$ cat src/rtl/cf_pkg.sv
package cf_pkg;

    typedef enum logic [3:0] {
        COND_EQ = 4'd0,
        COND_NE = 4'd1,
        COND_CS = 4'd2,
        COND_CC = 4'd3,
        COND_MI = 4'd4,
        COND_PL = 4'd5,
        COND_VS = 4'd6,
        COND_VC = 4'd7,
        COND_HI = 4'd8,
        COND_LS = 4'd9,
        COND_GE = 4'd10,
        COND_LT = 4'd11,
        COND_GT = 4'd12,
        COND_LE = 4'd13,
        COND_AL = 4'd14,
        COND_NV = 4'd15
    } cond_e;

    typedef struct packed {
        logic n;
        logic z;
        logic c;
        logic v;
    } flags_t;

    localparam flags_t FLAGS_RESET = '{n: 1'b0, z: 1'b0, c: 1'b0, v: 1'b0};

endpackage

$ cat src/rtl/cf_cond_eval.sv
module cf_cond_eval
    import cf_pkg::*;
(
    input  logic [3:0] cond_i,
    input  flags_t     flags_i,
    output logic       pass_o
);

    cond_e  code;
    logic   sign_match;

    assign code       = cond_e'(cond_i);
    assign sign_match = (flags_i.n == flags_i.v);

    always_comb begin
        pass_o = 1'b0;
        unique case (code)
            COND_EQ: pass_o = flags_i.z;
            COND_NE: pass_o = !flags_i.z;
            COND_CS: pass_o = flags_i.c;
            COND_CC: pass_o = !flags_i.c;
            COND_MI: pass_o = flags_i.n;
            COND_PL: pass_o = !flags_i.n;
            COND_VS: pass_o = flags_i.v;
            COND_VC: pass_o = !flags_i.v;
            COND_HI: pass_o = flags_i.c && !flags_i.z;
            COND_LS: pass_o = !flags_i.c || flags_i.z;
            COND_GE: pass_o = sign_match;
            COND_LT: pass_o = !sign_match;
            COND_GT: pass_o = !flags_i.z && sign_match;
            COND_LE: pass_o = flags_i.z || !sign_match;
            COND_AL: pass_o = 1'b1;
            COND_NV: pass_o = 1'b0;
            default: pass_o = 1'b0;
        endcase
    end

endmodule

$ cat src/rtl/cf_flag_next.sv
module cf_flag_next
    import cf_pkg::*;
#(
    parameter int DATA_W = 32
) (
    input  logic [DATA_W-1:0] result_i,
    input  logic              carry_i,
    input  logic              ovf_i,
    output flags_t            next_o
);

    localparam int MSB = DATA_W - 1;

    logic is_zero;

    generate
        if (DATA_W > 1) begin : g_wide
            assign is_zero = ~|result_i;
        end else begin : g_single
            assign is_zero = ~result_i[0];
        end
    endgenerate

    always_comb begin
        next_o.n = result_i[MSB];
        next_o.z = is_zero;
        next_o.c = carry_i;
        next_o.v = ovf_i;
    end

endmodule

$ cat src/rtl/cf_flag_reg.sv
module cf_flag_reg
    import cf_pkg::*;
(
    input  logic   clk,
    input  logic   rst_n,
    input  logic   we_i,
    input  flags_t d_i,
    output flags_t q_o
);

    flags_t state_q;

    always_ff @(posedge clk or negedge rst_n) begin
        if (!rst_n) begin
            state_q <= FLAGS_RESET;
        end else if (we_i) begin
            state_q <= d_i;
        end
    end

    assign q_o = state_q;

endmodule

$ cat src/rtl/cf_exec_gate.sv
module cf_exec_gate
    import cf_pkg::*;
#(
    parameter int DATA_W = 32
) (
    input  logic              clk,
    input  logic              rst_n,
    input  logic              ex_valid,
    input  logic [3:0]        cond,
    input  logic              set_flags,
    input  logic [DATA_W-1:0] alu_result,
    input  logic              alu_carry,
    input  logic              alu_ovf,
    output logic              exec_en,
    output logic              flag_n,
    output logic              flag_z,
    output logic              flag_c,
    output logic              flag_v
);

    flags_t cur_flags;
    flags_t new_flags;
    logic   cond_pass;
    logic   flag_we;

    cf_cond_eval u_eval (
        .cond_i  (cond),
        .flags_i (cur_flags),
        .pass_o  (cond_pass)
    );

    cf_flag_next #(.DATA_W(DATA_W)) u_next (
        .result_i (alu_result),
        .carry_i  (alu_carry),
        .ovf_i    (alu_ovf),
        .next_o   (new_flags)
    );

    assign flag_we = ex_valid && cond_pass && set_flags;

    cf_flag_reg u_reg (
        .clk   (clk),
        .rst_n (rst_n),
        .we_i  (flag_we),
        .d_i   (new_flags),
        .q_o   (cur_flags)
    );

    assign exec_en = ex_valid && cond_pass;
    assign flag_n  = cur_flags.n;
    assign flag_z  = cur_flags.z;
    assign flag_c  = cur_flags.c;
    assign flag_v  = cur_flags.v;

endmodule

$ cat config.mk
export PLATFORM = sky130hd
export DESIGN_NAME = cf_exec_gate
export DESIGN_NICKNAME = d
export VERILOG_FILES = /design/src/rtl/cf_pkg.sv /design/src/rtl/cf_cond_eval.sv /design/src/rtl/cf_flag_next.sv /design/src/rtl/cf_flag_reg.sv /design/src/rtl/cf_exec_gate.sv
export SDC_FILE = /design/constraint.sdc
export NUM_CORES = 1
export LEC_CHECK = 0
export BUFFER_PORTS_ARGS = -buffer_cell sky130_fd_sc_hd__buf_2
export CORE_MARGIN = 2
export CORE_UTILIZATION = 31
export CTS_CLUSTER_SIZE = 14
export DETAILED_ROUTE_END_ITERATION = 8
export GPL_TIMING_DRIVEN = 0
export PLACE_DENSITY = 0.79
export SYNTH_ARGS = -nofsm -noshare
export SYNTH_HDL_FRONTEND = slang
export SYNTH_SLANG_ARGS = --single-unit
$ cat constraint.sdc
create_clock -name clk -period 1.7 [get_ports clk]
set_input_delay 0.085 -clock clk [delete_from_list [all_inputs] [get_ports clk]]
set_output_delay 0.085 -clock clk [all_outputs]
set_load 0.1 [all_outputs]
* After elaboration in Yosys (flattened, before gate mapping)
Index checks and enable logic that the tools add are counted.
** Word-level totals
- Register bits after elaboration :: 4
- Latch bits :: 0
- RAM bits :: 0
- Bits in read-only memories :: 0
- Bits of input ports :: 42
- Word-level logic and storage cells :: 35
- Memories kept :: 0
** Operators by class
- Add/subtract/negate cells :: 0
- $mul :: 0
- Div/mod/pow operators :: 0
- $lt $le $gt $ge :: 0
- Equality and inequality tests :: 16
- Shift-type cells :: 0
- Mux-type cells :: 1
- Bitwise operators :: 0
- Reduce and logical (&&, ||, !) cells :: 14
** Operators by type and width (number)
- == test 4 bit (second input constant) :: 8
- OR reduction 32 bit :: 1
- == test 4 x 3 -> 1 bit (second input constant) :: 4
- one-hot mux 1 bit (16 select lines) :: 1
- == test 4 x 2 -> 1 bit (second input constant) :: 2
- zero test 1 bit :: 6
- == test 4 x 1 -> 1 bit (second input constant) :: 1
- logical AND 1 bit :: 4
- zero test 4 bit :: 1
- logical OR 1 bit :: 2
- == test 1 bit :: 1

* Logic depth before layout (Yosys ltp)
Gate-level depths: netlist of the first run.
- Depth after elaboration :: 6
- Mapped depth :: 6
- Mapped depth without buffers :: 5

* Modules after synthesis
From an unflattened synthesis of the first run, not the netlist that was laid out.
** Unflattened totals
- Cells, all modules :: 48
- Area total of the unflattened synthesis :: 415.4 µm²
** By module, submodules not included
- cf_cond_eval :: instances 1, cells an instance 23, area an instance 155.1 µm², seq. area each 0.0 µm²
- cf_flag_reg :: instances 1, cells an instance 8, area an instance 145.1 µm², seq. area each 100.1 µm²
- cf_flag_next :: instances 1, cells an instance 15, area an instance 102.6 µm², seq. area each 0.0 µm²
- cf_exec_gate :: instances 1, cells an instance 2, area an instance 12.5 µm², seq. area each 0.0 µm²

* Least setup slack after synthesis of the first run
Ideal clock, no wire load.
- Path kind :: register -> output
- Start :: register u_reg.state_q, in the netlist u_reg.q_o[3]
- End :: output port exec_en
- Arrival time :: 3177 ps
- Required time :: 1615 ps
- Path slack :: -1562 ps
- Stages on the path, launching flop included :: 5
- Path buffers :: 0
- Cells stage by stage :: dfrtp_1 > xnor2_1 > a211oi_2 > o211ai_2 > a31oi_1
** On the way
- Cells in the longest elaborated chain, start to end :: 5
** RTL lines
- start: declaration :: RTL line cf_flag_reg.sv:11 : flags_t state_q;
- start signal: assignment :: RTL line cf_flag_reg.sv:17 : state_q <= d_i;
- == test 1 bit :: RTL line cf_cond_eval.sv:13 : assign sign_match = (flags_i.n == flags_i.v);
- zero test 1 bit :: RTL line cf_cond_eval.sv:29, cf_cond_eval.sv:31
- logical OR 1 bit :: RTL line cf_cond_eval.sv:31 : COND_LE: pass_o = flags_i.z || !sign_match;
- one-hot mux 1 bit (16 select lines) (*) :: RTL line cf_cond_eval.sv:17 : unique case (code)
- logical AND 1 bit (*) :: RTL line cf_exec_gate.sv:49 : assign exec_en = ex_valid && cond_pass;
- end: declaration :: RTL line cf_exec_gate.sv:14 : output logic exec_en,
Every way passes the cells marked *; elsewhere a longest branch is shown, timed or not.

* Worst setup path in the final report of the first run
- Start :: register u_reg.state_q, in the netlist u_reg.q_o[0]
- End :: register u_reg.state_q, in the netlist u_reg.q_o[3]
** On the way
- Cells in the longest elaborated chain, start to end :: 6
** RTL lines
- == test 1 bit :: RTL line cf_cond_eval.sv:13
- zero test 1 bit :: RTL line cf_cond_eval.sv:29, cf_cond_eval.sv:31
- logical OR 1 bit :: RTL line cf_cond_eval.sv:31
- one-hot mux 1 bit (16 select lines) (*) :: RTL line cf_cond_eval.sv:17
- logical AND 1 bit (*) (2 in a row) :: RTL line cf_exec_gate.sv:39 : assign flag_we = ex_valid && cond_pass && set_flags;
Marks and branches as above.
A chain may end at the register's enable or synchronous reset.

==> flow_summary.ini, run 1 <==
[synth]
syn_area_um2 = 478
synth_area_leaders = dfrtp_1 (21%), mux2_4 (16%), nor4_1 (10%)
yosys.area.top_type_share_pct = 20.9
yosysMostFrequentCell = nor4_1
synth_top_area_cell = dfrtp_1
postSynthAreaPerCell_um2 = 10.2
synthesis.nets = 89
ys_warn_count = 0
ys_seq_area_share_pct = 20.9
syn_inst = 47
ys.flop_type = dfrtp_1
ys_ff_latch = 4
synthTopCellsByCount = nor4_1 (8), mux2_4 (5), dfrtp_1 (4), nor2_1 (4)
synth_edf_count = 0
async_reset_ff_share_pct = 100
ys_types = 24

[clocking]
cts_tree = yes
root_buffer = clkbuf_4
clock_sinks = 4
cts_buffers = 3
clock_latency_ns = 0.23
cts.reportedPaths.clkPinSlew_ns = 0.04
h-tree-depth = 1
cts_buffer_depth = 2

[worst_setup_path]
slowest_stage = dfrtp_4
arrival_ns = 2.04
crit_path_max_incr_delay_ns = 0.50
crit_type = reg -> reg
worstPathCellList = xnor2_4 > a211oi_4 > o211ai_4 > a311oi_4 > buf_6 > mux2_4
worst_setup_path_start_kind = flip-flop
crit_required_ns = 1.81
path_max_fanout = 4
critPathBufInv = 1
rrSetupSlack_ns = -0.23
cp-end-kind = flip-flop
cp_top_family = compound AO/OA/AOI/OAI gates

[detailed_routing]
dr.pass1.iters = 2
vias = 607
vias_per_cell = 5.28
drt_iter0_markers = 1
routed_wl_um = 1420
ant_nets = 0
wl_per_cell_um = 12.4
route.detailed.drc = 0

[sta]
setup_violations = 5
grt_setup_unrepaired = yes
finalCritPeriodShare_pct = 113
finalCriticalPeriod_ns = 1.93
final_max_slew_viol_count = 0
finalHoldViolations = 0
fmax_mhz = 519
tightest_slew_ns = 0.574
layout_setup_ws_ns = -0.226
whs_ns = 0.0817
maxSlewHeadroom_pct = 61.4
skew_ns = 0.000802

[layout]
n_antenna_cell = 0
area_delta_synth_final_pct = 83.2
nets = 143
drive_above_1_share_pct = 71.7
largest_reg_flops = 4

[global_route]
grt_pass1_vias = 585
grt_pass1_wl_um = 2240
antenna_found_initial = 0
grt_max_degree = 11
grtUsageTotal_pct = 16.5
grt-ovfl-total = 0

[outcome]
status = finished, violations left
violations = negative setup slack

[placed_design]
port_buffers = 45
hpwlAfterDp_um = 1150
gp_congestion = 0.747
dp_worst_setup_slack_ns = -0.276

[die]
start_util_pct = 32.5
io_pins = 47
die_area_um2 = 1870
die_w_um = 43.3
rows = 14
die_y_um = 43.3
coreArea_um2 = 1470

[run]
max-cap-violations = 0

[power_and_ir_drop]
p_per_area_nw_per_um2 = 1310
ir_worst_vdd_mv = 1.12
power.leakage_nw = 0.405

[hold_path]
hold_class = in -> reg
-- worst reg2reg max path: cells and delay by family, from the launching register on --
family                 cells  cell delay (ns)
flip-flops                 1             0.50
XOR/XNOR                   1             0.18
multiplexers               1             0.30
AO/OA/AOI/OAI              3             0.65
buffers and inverters      1             0.16
-- cells by family after synthesis --
logic type | share of synthesized area, %
AND/OR/NAND/NOR | 28.0
AO/OA/AOI/OAI | 23.3
multiplexers | 17.8
flip-flops | 20.9
buffers and inverters | 6.28
XOR/XNOR | 3.67
-- layer usage --
layer | vias to the layer above | global-route usage [%] | wire length (um)
met5 | - | 0 | 0
met2 | 39 | 30.1 | 751
met3 | 4 | 2.98 | 128
li1 | 296 | - | -
met1 | 268 | 17.4 | 517
met4 | 0 | 9.09 | 24
-- layout make-up --
cell class,count,area (um2)
buffer,2,22.5
timing repair buffer,49,277
inverter,2,7.51
multi-input combinational,39,412
tap,16,20.0
fill,141,596
clock buffer,3,22.5
sequential,4,115
-- per-stage QoR --
step / std cells / instance area, um2 / power (mW) / setup TNS [ns] / utilization, %
5_1_grt: 115 / 876 / 1.20 / -1.45 / 59.5
2_1_floorplan: 47 / 527 / 0.781 / -1.61 / -
6_report: 115 / 876 / 1.14 / -1.04 / 59.5
3_5_place_dp: 108 / 772 / 0.911 / -1.14 / 52.5
3_3_place_gp: 108 / 772 / 0.898 / -1.13 / 52.5
4_1_cts: 115 / 863 / 1.12 / -1.04 / 58.7
-- cell usage in the layout, fill, tap and decap left out, drive strengths merged --
cell type / instances
a2111o: 1
a211oi: 2
a311oi: 1
a31oi: 2
a41o: 1
and4b: 1
and4bb: 1
buf: 50
clkbuf: 3
dfrtp: 4
dlygate4sd3: 1
inv: 2
mux2: 5
mux2i: 1
nand2: 1
nand3b: 1
nand4: 2
nand4b: 1
nor2: 4
nor2b: 1
nor4: 8
o211ai: 1
o21ai: 2
or2b: 1
xnor2: 2
-- report_power, final --
| group | internal, mW | total [mW] | switching (mW) |
|---|---|---|---|
| registers | 0.155 | 0.220 | 0.0653 |
| logic | 0.313 | 0.806 | 0.493 |
| clock network | 0.0789 | 0.117 | 0.0385 |
| total | 0.547 | 1.14 | 0.596 |
-- repair_timing --
| action | 4_1_cts | 5_1_grt |
|---|---|---|
| cloned | 0 | 0 |
| pin swaps | 6 | 1 |
| setup buffers | 3 | 0 |
| hold buffers | 1 | 0 |
| endpoints found under the setup margin | 5 | 5 |
| resized for setup | 7 | 2 |
| hold endpoints to repair | 4 | 0 |
-- final timing paths --
path | from | endpoint | depth (start not counted)
worst min register to register | u_reg.q_o[1] | u_reg.q_o[1] | 1
worst min-delay path | alu_carry | u_reg.q_o[1] | 2
min in group asynchronous | rst_n | u_reg.q_o[1] | 2
worst max register to register | u_reg.q_o[0] | u_reg.q_o[3] | 6
worst max-delay path | u_reg.q_o[0] | u_reg.q_o[3] | 6
max in group asynchronous | rst_n | u_reg.q_o[3] | 2
No activity file was read; power rests on OpenSTA's default activity.
==> run 2: changes to the inputs <==
--- a/config.mk
+++ b/config.mk
@@ -5,12 +5,14 @@
 export SDC_FILE = /design/constraint.sdc
 export NUM_CORES = 1
 export LEC_CHECK = 0
+export ABC_AREA = 1
 export BUFFER_PORTS_ARGS = -buffer_cell sky130_fd_sc_hd__buf_2
 export CORE_MARGIN = 2
-export CORE_UTILIZATION = 31
+export CORE_UTILIZATION = 32
 export CTS_CLUSTER_SIZE = 14
 export DETAILED_ROUTE_END_ITERATION = 8
 export GPL_TIMING_DRIVEN = 0
+export MAX_ROUTING_LAYER = met4
 export PLACE_DENSITY = 0.79
 export SYNTH_ARGS = -nofsm -noshare
 export SYNTH_HDL_FRONTEND = slang
==> run 2 against run 1 <==
Via count is 26% higher. Critical path type is now reg -> out. The flow now finishes without violations. Final cell count rose by 36%. First-iteration DRC count increased to 8.0 times the previous value. Critical endpoint is now exec_en. Hold slack better by 0.051 ns.
==> flow_summary.ini, run 2 <==
[clocking]
cts_tree = yes
clock_sinks = 4
cts_buffers = 3
h-tree-depth = 1
cts.reportedPaths.clkPinSlew_ns = 0.04
cts_buffer_depth = 2
clock_latency_ns = 0.24
root_buffer = clkbuf_4

[global_route]
antenna_found_initial = 0
grt_max_degree = 8
grt_pass1_wl_um = 2660
grt-ovfl-total = 0
met1_usage_pct = 21.2
grt_use_met3_pct = 3.75
grt_pass1_vias = 735
grtUsageTotal_pct = 19.6
grt_busiest_layer = met2
use_met2_pct = 30.3

[sta]
finalHoldViolations = 0
setup_violations = 0
grt_setup_unrepaired = yes
finalCritPeriodShare_pct = 98.6
tightest_slew_ns = 0.486
maxSlewHeadroom_pct = 67.8
fmax_mhz = 596
finalCriticalPeriod_ns = 1.68
final_max_slew_viol_count = 0
layout_setup_ws_ns = 0.0234
skew_ns = 0.000129
setup_tns_ns = 0

[synth]
ys_ff_latch = 4
synth_area_leaders = nand2_1 (24%), dfrtp_1 (20%), nor2_1 (10%)
ys_warn_count = 0
ys_seq_area_share_pct = 19.8
async_reset_ff_share_pct = 100
synth_top_area_cell = nand2_1
yosysMostFrequentCell = nand2_1
postSynthAreaPerCell_um2 = 5.74
ys.flop_type = dfrtp_1
ys_types = 16
synthTopCellsByCount = nand2_1 (32), nor2_1 (14), inv_1 (9)
yosys.area.top_type_share_pct = 23.8
synthesis.nets = 130
syn_area_um2 = 505
synth_edf_count = 0
syn_inst = 88

[run]
max-cap-violations = 0

[detailed_routing]
vias_per_cell = 4.90
routed_wl_um = 1590
wl_per_cell_um = 10.2
route.detailed.drc = 0
dr.pass1.iters = 4
drt_iter0_markers = 8
ant_nets = 0
vias = 765

[layout]
n_antenna_cell = 0
area_delta_synth_final_pct = 72.8
layout_commonest_cell = buf_2
largest_reg_flops = 4
most-common-layout-cells = buf_2 (45), nand2_1 (29), nor2_1 (13), inv_1 (6), nand4_1 (6)
post-route-util_pct = 58.7
finalNonFillerCells = 156
nets = 184
drive_above_1_share_pct = 54.3

[worst_setup_path]
path_max_fanout = 5
crit_type = reg -> out
worstPathCellList = nand2_2 > nand2_2 > o21ai_1 > nand2_1 > nand3_2 > nand2_4 > a21oi_4 > buf_12
worst_setup_path_start_kind = flip-flop
crit_required_ns = 1.62
slowest_stage = dfrtp_4
crit_top_cell = nand2_2
cp-end-kind = output port
arrival_ns = 1.59
crit_start = u_reg.q_o[3]
crit_path_max_incr_delay_ns = 0.51
rr_startpoint = u_reg.q_o[3]

[power_and_ir_drop]
power_switching_share_pct = 56.2
ir_worst_vdd_mv = 0.619
comb_power_share_pct = 67.4
p_total_mw = 0.950
pwr-share-clk_pct = 12.5
p_per_area_nw_per_um2 = 1090
pwr-share-seq_pct = 20.1
p_int_mw = 0.416
power.leakage_nw = 0.496
switching_power_mw = 0.534

[placed_design]
port_buffers = 46
dp_worst_setup_slack_ns = 0.0413
dpl.cell_count = 150
hpwlAfterDp_um = 1310
gp_congestion = 0.874

[outcome]
status = finished clean

[die]
die_y_um = 43.7
coreArea_um2 = 1490
start_util_pct = 33.9
die_w_um = 43.7
rows = 14
io_pins = 47
die_area_um2 = 1910

[hold_path]
worstHoldStart = alu_result[31]
hold_class = in -> reg
## run 2: area by class of cell
cell class                 instances  area (um2)
sequential                         4         115
inverter                          12        50.0
tap                               16        20.0
multi-input combinational         72         395
fill                             149         616
timing repair buffer              49         270
clock buffer                       3        22.5
## run 2: logic make-up (layout without fill, tap and decap cells)
| group | count (synthesis) | in the layout | share of synthesized area, % |
|---|---|---|---|
| compound gates | 6 | 6 | 7.42 |
| simple gates | 66 | 66 | 63.9 |
| buf+inv | 12 | 64 | 8.91 |
| flops | 4 | 4 | 19.8 |
## run 2: final timing paths
kind	slack, ns	to	cells after the start
max	0.02	exec_en	8
min reg2reg	0.57	u_reg.q_o[2]	2
max in group asynchronous	1.38	u_reg.q_o[0]	2
max reg2reg	0.27	u_reg.q_o[1]	10
min in group asynchronous	0.18	u_reg.q_o[2]	2
min	0.13	u_reg.q_o[3]	3
## run 2: timing repair
action / CTS / global route
gates cloned: 0 / 0
pin swaps: 1 / 0
gates resized for setup: 4 / 7
hold endpoints to repair: 4 / 0
buffers inserted: 1 / 1
endpoints found under the setup margin: 1 / 1
hold buffers: 1 / 0
## run 2: critical path: cells and delay by family (launching register included)
| kind | cells | cell delay (ns) |
|---|---|---|
| AOI/OAI and AO/OA | 2 | 0.27 |
| buffers and inverters | 1 | 0.19 |
| and+or+nand+nor | 5 | 0.39 |
| DFF | 1 | 0.51 |
## run 2: power by group through the flow
stage                     logic [mW]  clock network [mW]  registers (mW)
after floorplan                0.247                   0           0.378
after global placement         0.552                   0           0.183
after detailed placement       0.567                   0           0.186
after CTS                      0.597               0.123           0.183
after global routing           0.690               0.131           0.197
final                          0.640               0.119           0.191
## run 2: metal layers
layer,up-vias,part of all wire [%]
met5,-,0
met4,0,3.3
met3,5,8.6
met2,45,53
met1,324,35
li1,391,-
## run 2: stage by stage
stage               area [um2]  hold WS, ns
floorplan                  541       -0.211
global placement           791       -0.111
detailed placement         791       -0.107
CTS                        846        0.126
global route               873        0.152
finish                     873        0.133
